### src/rtl/dll_phase_pkg.sv
package dll_phase_pkg;

   typedef enum logic [2:0] {
      SEQ_IDLE      = 3'd0,
      SEQ_QUIESCE   = 3'd1,
      SEQ_WAIT_LOW  = 3'd2,
      SEQ_SET_SEL   = 3'd3,
      SEQ_CLK_ON    = 3'd4,
      SEQ_WAIT_HIGH = 3'd5,
      SEQ_HANDOVER  = 3'd6
   } seq_state_e;

endpackage

### src/rtl/dll_gray_enc.sv
module dll_gray_enc #(
   parameter int W = 4
) (
   input  logic [W-1:0] bin_i,
   output logic [W-1:0] gray_o
);

   generate
      if (W < 1) begin : g_bad_w
         $error("dll_gray_enc: W must be at least 1");
      end
   endgenerate

   assign gray_o[W-1] = bin_i[W-1];

   generate
      for (genvar b = 0; b < W - 1; b++) begin : g_bit
         assign gray_o[b] = bin_i[b] ^ bin_i[b+1];
      end
   endgenerate

endmodule

### src/rtl/dll_fb_sync.sv
module dll_fb_sync #(
   parameter int STAGES = 2
) (
   input  logic clk,
   input  logic rst_n,
   input  logic d_i,
   output logic q_o
);

   generate
      if (STAGES < 0) begin : g_bad_stages
         $error("dll_fb_sync: STAGES must not be negative");
      end

      if (STAGES == 0) begin : g_pass
         assign q_o = d_i;
      end else begin : g_chain
         logic [STAGES-1:0] pipe_q;
         always_ff @(posedge clk or negedge rst_n) begin
            if (!rst_n) pipe_q <= '0;
            else        pipe_q <= {pipe_q[STAGES-1:0] << 1} | {{(STAGES-1){1'b0}}, d_i};
         end
         assign q_o = pipe_q[STAGES-1];
      end
   endgenerate

endmodule

### src/rtl/dll_poll_timer.sv
module dll_poll_timer #(
   parameter int LIMIT = 5000
) (
   input  logic clk,
   input  logic rst_n,
   input  logic clear_i,
   input  logic run_i,
   output logic expired_o
);

   localparam int CW = (LIMIT > 2) ? $clog2(LIMIT) : 1;

   generate
      if (LIMIT < 2) begin : g_bad_limit
         $error("dll_poll_timer: LIMIT must be at least 2");
      end
   endgenerate

   logic [CW-1:0] cnt_q;

   assign expired_o = run_i && (cnt_q == CW'(LIMIT - 1));

   always_ff @(posedge clk or negedge rst_n) begin
      if (!rst_n)                  cnt_q <= '0;
      else if (clear_i)            cnt_q <= '0;
      else if (run_i && !expired_o) cnt_q <= cnt_q + 1'b1;
   end

endmodule

### src/rtl/dll_phase_seq.sv
module dll_phase_seq
   import dll_phase_pkg::*;
#(
   parameter int CFG_W       = 32,
   parameter int PHASE_W     = 4,
   parameter int SEL_LSB     = 20,
   parameter int DLL_EN_BIT  = 16,
   parameter int CDR_EN_BIT  = 17,
   parameter int CK_OUT_BIT  = 18,
   parameter int CDR_EXT_BIT = 19,
   parameter int POLL_CYCLES = 5000,
   parameter int SYNC_STAGES = 2,
   parameter logic [CFG_W-1:0] CFG_INIT = '0
) (
   input  logic               clk,
   input  logic               rst_n,
   input  logic               start_i,
   input  logic [PHASE_W-1:0] phase_i,
   input  logic               ck_out_fb_i,
   output logic [CFG_W-1:0]   cfg_o,
   output logic               wr_o,
   output logic               busy_o,
   output logic               done_o,
   output logic               err_o
);

   localparam logic [CFG_W-1:0] ONE      = CFG_W'(1);
   localparam logic [CFG_W-1:0] M_DLL    = ONE << DLL_EN_BIT;
   localparam logic [CFG_W-1:0] M_CDR    = ONE << CDR_EN_BIT;
   localparam logic [CFG_W-1:0] M_CKOUT  = ONE << CK_OUT_BIT;
   localparam logic [CFG_W-1:0] M_EXT    = ONE << CDR_EXT_BIT;
   localparam logic [CFG_W-1:0] M_SEL    = ((ONE << PHASE_W) - ONE) << SEL_LSB;

   generate
      if (SEL_LSB + PHASE_W > CFG_W) begin : g_bad_sel
         $error("dll_phase_seq: select field exceeds configuration width");
      end
      if (DLL_EN_BIT >= CFG_W || CDR_EN_BIT >= CFG_W ||
          CK_OUT_BIT >= CFG_W || CDR_EXT_BIT >= CFG_W) begin : g_bad_bit
         $error("dll_phase_seq: control bit outside configuration width");
      end
   endgenerate

   seq_state_e         state_q;
   logic [CFG_W-1:0]   cfg_q;
   logic [PHASE_W-1:0] phase_q;
   logic [PHASE_W-1:0] gray_w;
   logic               wr_q, done_q, err_q;
   logic               fb_s;
   logic               tmr_clear, tmr_run, tmr_expired;

   dll_gray_enc #(.W(PHASE_W)) gray_i (
      .bin_i (phase_q),
      .gray_o(gray_w)
   );

   dll_fb_sync #(.STAGES(SYNC_STAGES)) sync_i (
      .clk  (clk),
      .rst_n(rst_n),
      .d_i  (ck_out_fb_i),
      .q_o  (fb_s)
   );

   assign tmr_clear = (state_q == SEQ_QUIESCE) || (state_q == SEQ_CLK_ON);
   assign tmr_run   = (state_q == SEQ_WAIT_LOW) || (state_q == SEQ_WAIT_HIGH);

   dll_poll_timer #(.LIMIT(POLL_CYCLES)) tmr_i (
      .clk      (clk),
      .rst_n    (rst_n),
      .clear_i  (tmr_clear),
      .run_i    (tmr_run),
      .expired_o(tmr_expired)
   );

   always_ff @(posedge clk or negedge rst_n) begin
      if (!rst_n) begin
         state_q <= SEQ_IDLE;
         cfg_q   <= CFG_INIT;
         phase_q <= '0;
         wr_q    <= 1'b0;
         done_q  <= 1'b0;
         err_q   <= 1'b0;
      end else begin
         wr_q   <= 1'b0;
         done_q <= 1'b0;
         case (state_q)
            SEQ_IDLE: begin
               if (start_i) begin
                  phase_q <= phase_i;
                  err_q   <= 1'b0;
                  state_q <= SEQ_QUIESCE;
               end
            end
            SEQ_QUIESCE: begin
               cfg_q   <= (cfg_q & ~(M_CDR | M_CKOUT)) | M_EXT | M_DLL;
               wr_q    <= 1'b1;
               state_q <= SEQ_WAIT_LOW;
            end
            SEQ_WAIT_LOW: begin
               if (!fb_s) begin
                  state_q <= SEQ_SET_SEL;
               end else if (tmr_expired) begin
                  err_q   <= 1'b1;
                  state_q <= SEQ_IDLE;
               end
            end
            SEQ_SET_SEL: begin
               cfg_q   <= (cfg_q & ~M_SEL) | (CFG_W'(gray_w) << SEL_LSB);
               wr_q    <= 1'b1;
               state_q <= SEQ_CLK_ON;
            end
            SEQ_CLK_ON: begin
               cfg_q   <= cfg_q | M_CKOUT;
               wr_q    <= 1'b1;
               state_q <= SEQ_WAIT_HIGH;
            end
            SEQ_WAIT_HIGH: begin
               if (fb_s) begin
                  state_q <= SEQ_HANDOVER;
               end else if (tmr_expired) begin
                  err_q   <= 1'b1;
                  state_q <= SEQ_IDLE;
               end
            end
            SEQ_HANDOVER: begin
               cfg_q   <= (cfg_q | M_CDR) & ~M_EXT;
               wr_q    <= 1'b1;
               done_q  <= 1'b1;
               state_q <= SEQ_IDLE;
            end
            default: state_q <= SEQ_IDLE;
         endcase
      end
   end

   assign cfg_o  = cfg_q;
   assign wr_o   = wr_q;
   assign done_o = done_q;
   assign err_o  = err_q;
   assign busy_o = (state_q != SEQ_IDLE);

endmodule

### config.mk
export PLATFORM = sky130hd
export DESIGN_NAME = dll_phase_seq
export DESIGN_NICKNAME = d
export VERILOG_FILES = /design/src/rtl/dll_phase_pkg.sv /design/src/rtl/dll_gray_enc.sv /design/src/rtl/dll_fb_sync.sv /design/src/rtl/dll_poll_timer.sv /design/src/rtl/dll_phase_seq.sv
export SDC_FILE = /design/constraint.sdc
export NUM_CORES = 1
export LEC_CHECK = 0
export BUFFER_PORTS_ARGS = -buffer_cell sky130_fd_sc_hd__buf_2
export CORE_MARGIN = 2
export CORE_UTILIZATION = 34
export DETAILED_ROUTE_END_ITERATION = 10
export MAX_ROUTING_LAYER = met4
export PLACE_DENSITY = 0.53
export SYNTH_ARGS = -nofsm -noshare
export SYNTH_HDL_FRONTEND = slang
export SYNTH_SLANG_ARGS = --single-unit
### constraint.sdc
create_clock -name clk -period 1.7 [get_ports clk]
set_input_delay 0.34 -clock clk [delete_from_list [all_inputs] [get_ports clk]]
set_output_delay 0.34 -clock clk [all_outputs]
set_load 0.01 [all_outputs]
After elaboration in Yosys (flattened, before gate mapping)
Index checks and enable logic that the tools add are counted.
Storage, ports and cells
  flip-flop bits (word level): 57
  input port bits: 8
  output and inout bits: 36
  logic and storage cells: 64
Operators by class
  add/subtract/negate cells: 1
  equality and inequality tests: 10
  mux-type cells: 15
  bitwise logic cells: 8
  reduce and logical (&&, ||, !) cells: 19
Operators with widths (count)
  one-hot mux 32 bit (4 select lines): 1
  OR 32 x 24 -> 32 bit: 1
  2-to-1 mux 13 bit: 2
  one-hot mux 3 bit (6 select lines): 1
  adder 13 x 1 -> 13 bit, second input constant: 1
  == test 13 bit, second input constant: 1
  2-to-1 mux 3 bit: 4
  nonzero test 3 bit: 4
  == test 3 bit, second input constant: 3
  AND reduction 4 bit: 2
  == test 3 x 2 -> 1 bit, second input constant: 2
  2-to-1 mux 1 bit: 6
  AND reduction 2 bit: 3
  != test 2 bit, second input constant: 2
  nonzero test 2 bit: 2
  OR reduction 4 bit: 1
  == test 3 x 1 -> 1 bit, second input constant: 1
  zero test 3 bit: 1
  NOT 1 bit: 3
  one-hot mux 1 bit (3 select lines): 1
  AND reduction 3 bit: 1
  XOR 1 bit: 3
  logical AND 1 bit: 2
  logical OR 1 bit: 2
  other kinds (3): 3

Depth between registers and ports, before layout
Gate-level depths: netlist of run 1.
  word-level depth: 7
  depth in mapped cells: 6
  depth with buffers taken out: 5

Hierarchy
A second synthesis of run 1 with hierarchy kept.
Unflattened totals
  cell total of the unflattened synthesis: 194
  area total of the unflattened synthesis: 2270.9 µm²
By module, submodules not included
  dll_phase_seq: instances 1, cells each 120, area an instance 1493.9 µm², sequential area each 1051.0 µm²
  dll_poll_timer: instances 1, cells each 68, area an instance 693.2 µm², sequential area each 325.3 µm²
  dll_fb_sync: instances 1, cells each 2, area an instance 50.0 µm², sequential area each 50.0 µm²
  dll_gray_enc: instances 1, cells each 4, area an instance 33.8 µm², sequential area each 0.0 µm²

Least setup slack after synthesis of run 1
Ideal clock, no wire load.
  path type: register to register
  from: register state_q[0]
  to: register tmr_i.cnt_q[11]
  setup time: 0.077 ns
  data arrival time: 1.711 ns
  data required time: 1.623 ns
  setup slack: -0.089 ns
  cell stages (with the launch flop): 7
  buffers on the path: 2
  period minus slack after synthesis: 1.789 ns
  cell sequence: dfrtp_1 or3b_1 buf_2 a21o_1 buf_6 or4_1 a21oi_1
Between the ends
  longest elaborated chain between the ends: 6
  elaborated cells between the ends (all ways): 11
  classes of those cells: eq/ne (4); mux (1); reduce/logical (6)
Ends and longest elaborated chain
  start, declared: RTL line dll_phase_seq.sv:44  | seq_state_e state_q;
  start signal, assigned: RTL line dll_phase_seq.sv:77  | state_q <= SEQ_IDLE;
  start signal, assigned: RTL line dll_phase_seq.sv:91  | state_q <= SEQ_QUIESCE;
  start signal, assigned: RTL line dll_phase_seq.sv:97  | state_q <= SEQ_WAIT_LOW;
  == test 3 x 2 -> 1 bit or == test 3 bit (tied branches): RTL line dll_phase_seq.sv:65  | assign tmr_run = (state_q == SEQ_WAIT_LOW) || (state_q == SEQ_WAIT_HIGH);
  logical OR 1 bit: RTL line dll_phase_seq.sv:65
  logical AND 1 bit: RTL line dll_poll_timer.sv:21  | assign expired_o = run_i && (cnt_q == CW'(LIMIT - 1));
  zero test 1 bit: RTL line dll_poll_timer.sv:26  | else if (run_i && !expired_o) cnt_q <= cnt_q + 1'b1;
  logical AND 1 bit: RTL line dll_poll_timer.sv:26
  nonzero test 2 bit (no line)
  end signal, assigned: RTL line dll_poll_timer.sv:26
  end, declared: RTL line dll_poll_timer.sv:19  | logic [CW-1:0] cnt_q;
Several ways; a longest one is shown, not always the timed one.
A chain may end at the register's enable or synchronous reset.

Worst setup path in the final report of run 1
  from: register state_q[2]
  to: register tmr_i.cnt_q[9]
The elaborated chain is that of the path after synthesis.

==> results of run 1 <==
-- final cells by class --
type	count	area [um2]	share of cell area, %
Sequential cell	57	1430	49.0
Inverter	8	30.0	1.03
Timing Repair Buffer	70	444	15.2
Multi-Input combinational cell	100	697	23.9
Clock buffer	9	124	4.25
Tap cell	77	96.3	3.31
Clock inverter	7	95.1	3.26
-- worst max-delay path: cells and delay by family (launching register included) --
family | cells | cell delay (ns)
compound gates | 2 | 0.36
simple gates | 2 | 0.85
flops | 1 | 0.39
-- what timing repair did --
action	4_1_cts	5_1_grt
endpoints found under the hold margin	15	0
gates resized for setup	0	13
setup buffers	0	2
setup endpoints to repair	0	15
hold buffers	1	0
-- layer usage --
layer  up-vias  share of wire [%]
met5         -                  0
met1       725                 49
li1        763                  -
met3         6                6.2
met2        44                 44
met4         0                1.1
-- metrics by stage --
step,TNS [ns],hold WS [ns]
finish,0,0.123
global route,-0.172,0.0951
CTS,0,0.105
detailed placement,0,0.301
global placement,0,0.297
floorplan,-0.122,0.0444
-- worst max-delay path by stage --
| stage | start | end | cells after the start |
|---|---|---|---|
| 3_3_place_gp | tmr_i.cnt_q[10]$_DFFE_PN0P_ | state_q[1]$_DFFE_PN0P_ | 4 |
| 6_report | state_q[2]$_DFFE_PN0P_ | tmr_i.cnt_q[9]$_DFFE_PN0P_ | 4 |
| 4_1_cts | state_q[0]$_DFFE_PN0P_ | busy_o | 5 |
| 2_1_floorplan | state_q[0]$_DFFE_PN0P_ | tmr_i.cnt_q[11]$_DFFE_PN0P_ | 6 |
| 5_1_grt | state_q[1]$_DFFE_PN0P_ | tmr_i.cnt_q[11]$_DFFE_PN0P_ | 5 |
| 3_5_place_dp | tmr_i.cnt_q[10]$_DFFE_PN0P_ | state_q[1]$_DFFE_PN0P_ | 4 |
-- sequential cells by signal, indices dropped and copies added, names as in the netlist, named ones only --
signal                 flops
state_q                    3
phase_q                    4
wr_o                       1
sync_i.g_chain.pipe_q      2
tmr_i.cnt_q               13
err_o                      1
cfg_o                     30
done_o                     1
-- power breakdown --
part	switching, mW	internal (mW)	leakage, nW
Combinational	0.628	0.586	0.582
Clock	0.560	0.824	0.109
Sequential	0.137	1.57	0.754
Total	1.33	2.98	1.44
-- synthesized netlist by cell type (all sizes together), types with 2 or more instances --
cell type / instances
a21o: 3
a21oi: 9
buf: 2
clkbuf: 28
dfrtp: 57
inv: 8
mux2: 5
mux2i: 2
nand2: 16
nand2b: 2
nand3: 4
nand4: 2
nor2: 6
o211ai: 5
o21ai: 10
o31ai: 8
or3: 2
or4: 3
xnor2: 4
-- logic make-up (layout without fill, tap and decap cells) --
logic type               Yosys count  after routing  synth area share, %
multiplexers                       7              7                 3.42
flip-flops                        57             57                 63.8
XOR/XNOR                           5              5                 1.96
AND/OR/NAND/NOR                   44             44                 10.8
adder cells (fa/ha/maj)            1              1                0.560
buffers and inverters             38             94                 6.77
AO/OA/AOI/OAI                     43             43                 12.7
==> impl_metrics.csv, run 1 <==
group,metric,value,unit
floorplanning,die_y,85.1,um
placed_design,dp.cells,309,
grt,grtUsageMet3,5.25,%
drt,drt_iter0_drc,73,
power,p_per_area,1480,nW/um2
setup_path,slowest_delay,0.43,ns
setup_path,r2r_start,"state_q[2]$_DFFE_PN0P_",
sta,min_period,1.67,ns
cells_and_area,fin_nets,255,
cells_and_area,area_growth_syn_to_layout,30.3,%
setup_path,reg2reg_depth,4,
cells_and_area,final_area,2910,um2
floorplanning,die-area,7240,um2
cells_and_area,fillers,582,
setup_path,path_max_fanout,6,
sta,max_slew.worst_pin.slew,0.412,ns
drt,finalWirelength,4.30,mm
power,ir_worst_vdd,0.000663,V
power,total_power,4.30,mW
floorplanning,die_w,85.1,um
sta,finalSetupViolations,0,
worst_hold_path,worstHoldEndpoint,"sync_i.g_chain.pipe_q[0]$_DFF_PN0_",
logic_synthesis,avgSynthCellArea,11.5,um2
cells_and_area,num_antenna_cells,0,
cells_and_area,final_common_cell,"dfrtp_1",
placed_design,place_ws,0.0237,ns
cts,htree_levels,3,
sta,final.period_utilization,98.0,%
sta,fmax,0.600,GHz
cells_and_area,final_util,45.9,%
drt,vias,1538,
worst_hold_path,hold_start,"ck_out_fb_i",
setup_path,cp_slowest_cell,"or3b_4",
job,maxCapViolCount,0,
grt,grt_pass1_vias,1542,
setup_path,timing.rr.end,"tmr_i.cnt_q[9]$_DFFE_PN0P_",
worst_hold_path,hp-class,"input pin to flip-flop",
sta,finalHoldViolCount,0,
power,p_leak,1.44,nW
grt,grt.busiest_layer,"met1",
sta,clock-skew-final,0.00995,ns
floorplanning,io_pins,44,
logic_synthesis,synth_area_leaders,"dfrtp_1 64%, clkbuf_1 4.7%, nand2_1 2.7%",
placed_design,dp_hpwl,2.96,mm
drt,wl_per_cell,13.1,um
setup_path,worstPathRequired,1.96,ns
grt,grtUsageTotal,13.6,%
cts,root_buffer,"clkbuf_8",
logic_synthesis,async_reset_ff_share,100,%
cts,cts.clk_slew.worst_paths,0.07,ns
status,status,"completed",
cells_and_area,drive_gt1_share,40.6,%
setup_path,reg2reg_slack,0.03,ns
logic_synthesis,ys_ff_latch,57,
placed_design,place_area,2620,um2
cells_and_area,layout_common_cells,"57 x dfrtp_1, 43 x buf_2, 22 x buf_4",
cts,clock_sinks,57,
drt,vias_per_cell,4.69,
floorplanning,core-area,6350,um2
logic_synthesis,synth_cells,195,
floorplanning,start_util,35.2,%
cts,clk_latency,0.33,ns
sta,final.setup.worst_slack,0.0344,ns
logic_synthesis,synth_top_area_cell,"dfrtp_1",
placed_design,gp_congestion,0.804,
cts,cts_tree,"yes",
grt,grt_max_degree,43,
logic_synthesis,netlist_area,2230,um2
grt,grtUsageMet2,18.0,%
grt,overflow,0,
drt,drcViolationCount,0,
cells_and_area,fin_cells,328,
logic_synthesis,seq_area_frac_synth,63.8,%
cts,numCtsBuffers,9,
logic_synthesis,synth_warnings,0,
logic_synthesis,synth-edff-count,0,
setup_path,worstSetupEndpointType,"flip-flop",
placed_design,portBuffers,43,
logic_synthesis,synth_top_area_share,63.8,%
grt,antenna_found_initial,0,
setup_path,crit_chain,"or3b_4, a21o_4, or4_4, a21oi_2",
cts,cts_buffer_depth,2,
grt,grt_pass1_wl,7.36,mm
logic_synthesis,synthDistinctLibCells,39,
setup_path,critical_path_class,"flip-flop to flip-flop",
logic_synthesis,synth_fp_nets,204,
sta,relSlewSlack,72.5,%
sta,rsz0062_at_grt,"true",
drt,firstDrtPassIters,4,
worst_hold_path,min_path_cells,1,
setup_path,cp.arrival,1.92,ns
setup_path,start_kind,"flip-flop",
grt,grtUsageMet1,18.6,%
sta,drv_slew,0,
floorplanning,rows,29,
drt,detail-route-antenna-nets,0,
logic_synthesis,synthFlopType,"dfrtp_1",
(Power assumes the default switching activity.)
==> run 2: changes to the inputs <==
Settings changed: PLACE_DENSITY 0.53 to 0.51.
Clock period 1.7 ns to 2.1 ns, I/O delays scaled along.
==> run 2 against run 1 <==
  * Register-to-register slack improved by 0.19 ns
  * Sequential cell count unchanged
  * Core utilization down 3.2 points
  * Highest routed layer unchanged
==> impl_metrics.csv, run 2 (synthesis results as in run 1) <==
group,metric,value,unit
placed_design,gp_congestion,0.775,
setup_path,worstPathRequired,2.32,ns
floorplanning,start_util,35.2,%
floorplanning,rows,29,
sta,hold_ws,0.0733,ns
cts,clk_latency,0.33,ns
setup_path,path_max_fanout,7,
power,p_per_area,1280,nW/um2
cells_and_area,final_common_cell,"dfrtp_1",
floorplanning,io_pins,44,
placed_design,portBuffers,43,
cells_and_area,seq_area,1430,um2
drt,wl_per_cell,13.2,um
sta,drv_slew,0,
grt,overflow,0,
sta,clock-skew-final,0.00796,ns
setup_path,critical-path-top-delay-family,"simple AND/OR/NAND/NOR gates",
setup_path,critical_path_class,"flip-flop to flip-flop",
cells_and_area,largest_register_ffs,30,
sta,fmax,0.532,GHz
grt,antenna_found_initial,0,
setup_path,cp.arrival,2.10,ns
grt,grt_pass1_wl,7.12,mm
setup_path,crit_chain,"or4b_1, nor4_4, a21oi_1, a31o_2",
sta,finalSetupViolations,0,
sta,final.period_utilization,89.5,%
setup_path,start_kind,"flip-flop",
floorplanning,core-area,6350,um2
sta,min_period,1.88,ns
cells_and_area,drive_gt1_share,30.7,%
cts,clock_sinks,57,
sta,finalHoldViolCount,0,
sta,final.setup.worst_slack,0.221,ns
sta,relSlewSlack,67.0,%
cells_and_area,final_area,2710,um2
power,p_int,2.45,mW
cells_and_area,num_antenna_cells,0,
cells_and_area,fillers,601,
setup_path,path_buf_inv,0,
cells_and_area,fin_nets,232,
drt,vias_per_cell,4.69,
floorplanning,die-area,7240,um2
cts,postCtsHoldBufs,0,
power,switching_share,29.5,%
drt,vias,1431,
power,p_leak,1.33,nW
worst_hold_path,hp-class,"input pin to async pin",
cells_and_area,layout_common_cells,"57 x dfrtp_1, 43 x buf_2, 16 x nand2_1",
placed_design,place_ws,0.248,ns
cts,htree_levels,3,
drt,firstDrtPassIters,4,
job,maxCapViolCount,0,
grt,grt_max_degree,58,
drt,detail-route-antenna-nets,0,
drt,drt_iter0_drc,105,
cts,numCtsBuffers,9,
power,p_seq_share,39.8,%
power,power_frac_clock,36.2,%
grt,grtUsageTotal,13.0,%
cts,cts.clk_slew.worst_paths,0.07,ns
floorplanning,die_w,85.1,um
placed_design,dp_hpwl,2.63,mm
setup_path,worstSetupEndpointType,"flip-flop",
power,total_power,3.47,mW
power,p_switching,1.02,mW
setup_path,cp_slowest_cell,"or4b_1",
cells_and_area,area_growth_syn_to_layout,21.3,%
setup_path,slowest_delay,0.57,ns
sta,rsz0062_at_grt,"false",
cts,cts_tree,"yes",
grt,grt_pass1_vias,1470,
sta,finalSetupTns,0,ns
drt,drcViolationCount,0,
cells_and_area,multi_input_area,657,um2
drt,finalWirelength,4.04,mm
cts,cts_setup_buffers,0,
sta,max_slew.worst_pin.slew,0.483,ns
floorplanning,die_y,85.1,um
power,combPwrFrac,24.1,%
cts,post_cts_resized,0,
cts,root_buffer,"clkbuf_8",
status,status,"completed",
cts,cts_buffer_depth,2,
setup_path,reg2reg_slack,0.22,ns
placed_design,place_area,2470,um2
power,ir_worst_vdd,0.000601,V
## run 2: changes by cell type in the layout (fill, tap and decap cells not counted), sizes merged
cell	before	now
buf	69	47
bufinv	2	3
clkbuf	9	11
clkinv	4	1
dlygate4sd3	1	0
## run 2: layout make-up
type                            count  share of cell area (%)
Sequential cell                    57                    52.6
Multi-Input combinational cell    100                    24.2
Timing Repair Buffer               47                    9.51
Clock buffer                       11                    5.21
Clock inverter                      5                    3.78
Tap cell                           77                    3.55
Inverter                            8                    1.11
## run 2: worst paths after layout
path,end,depth (start not counted),start
worst min-delay path,done_o$_DFF_PN0_,2,rst_n
worst min register to register,sync_i.g_chain.pipe_q[1]$_DFF_PN0_,0,sync_i.g_chain.pipe_q[0]$_DFF_PN0_
min in group clk,sync_i.g_chain.pipe_q[0]$_DFF_PN0_,1,ck_out_fb_i
worst max-delay path,state_q[1]$_DFFE_PN0P_,4,tmr_i.cnt_q[4]$_DFFE_PN0P_
max in group asynchronous,cfg_o[1]$_DFFE_PN0P_,2,rst_n
worst max register to register,state_q[1]$_DFFE_PN0P_,4,tmr_i.cnt_q[4]$_DFFE_PN0P_
## run 2: layer usage
layer	track usage (%)	vias up	routed length, um
met4	8.51	0	112
met5	-	-	0
met3	3.31	10	199
li1	-	715	-
met1	17.7	667	2030
met2	17.0	39	1700
## run 2: power groups by stage
stage / Sequential, mW / Clock, mW / Combinational, mW
2_1_floorplan: 1.42 / 0 / 0.537
3_3_place_gp: 1.39 / 0 / 0.838
4_1_cts: 1.38 / 1.29 / 0.847
6_report: 1.38 / 1.25 / 0.834
5_1_grt: 1.41 / 1.35 / 0.940
3_5_place_dp: 1.40 / 0 / 0.845
## run 2: stage by stage
stage	cells	utilization, %
final	305	42.7
after global placement	289	38.9
after detailed placement	289	38.9
after global routing	305	42.7
after floorplan	195	-
after CTS	305	42.7
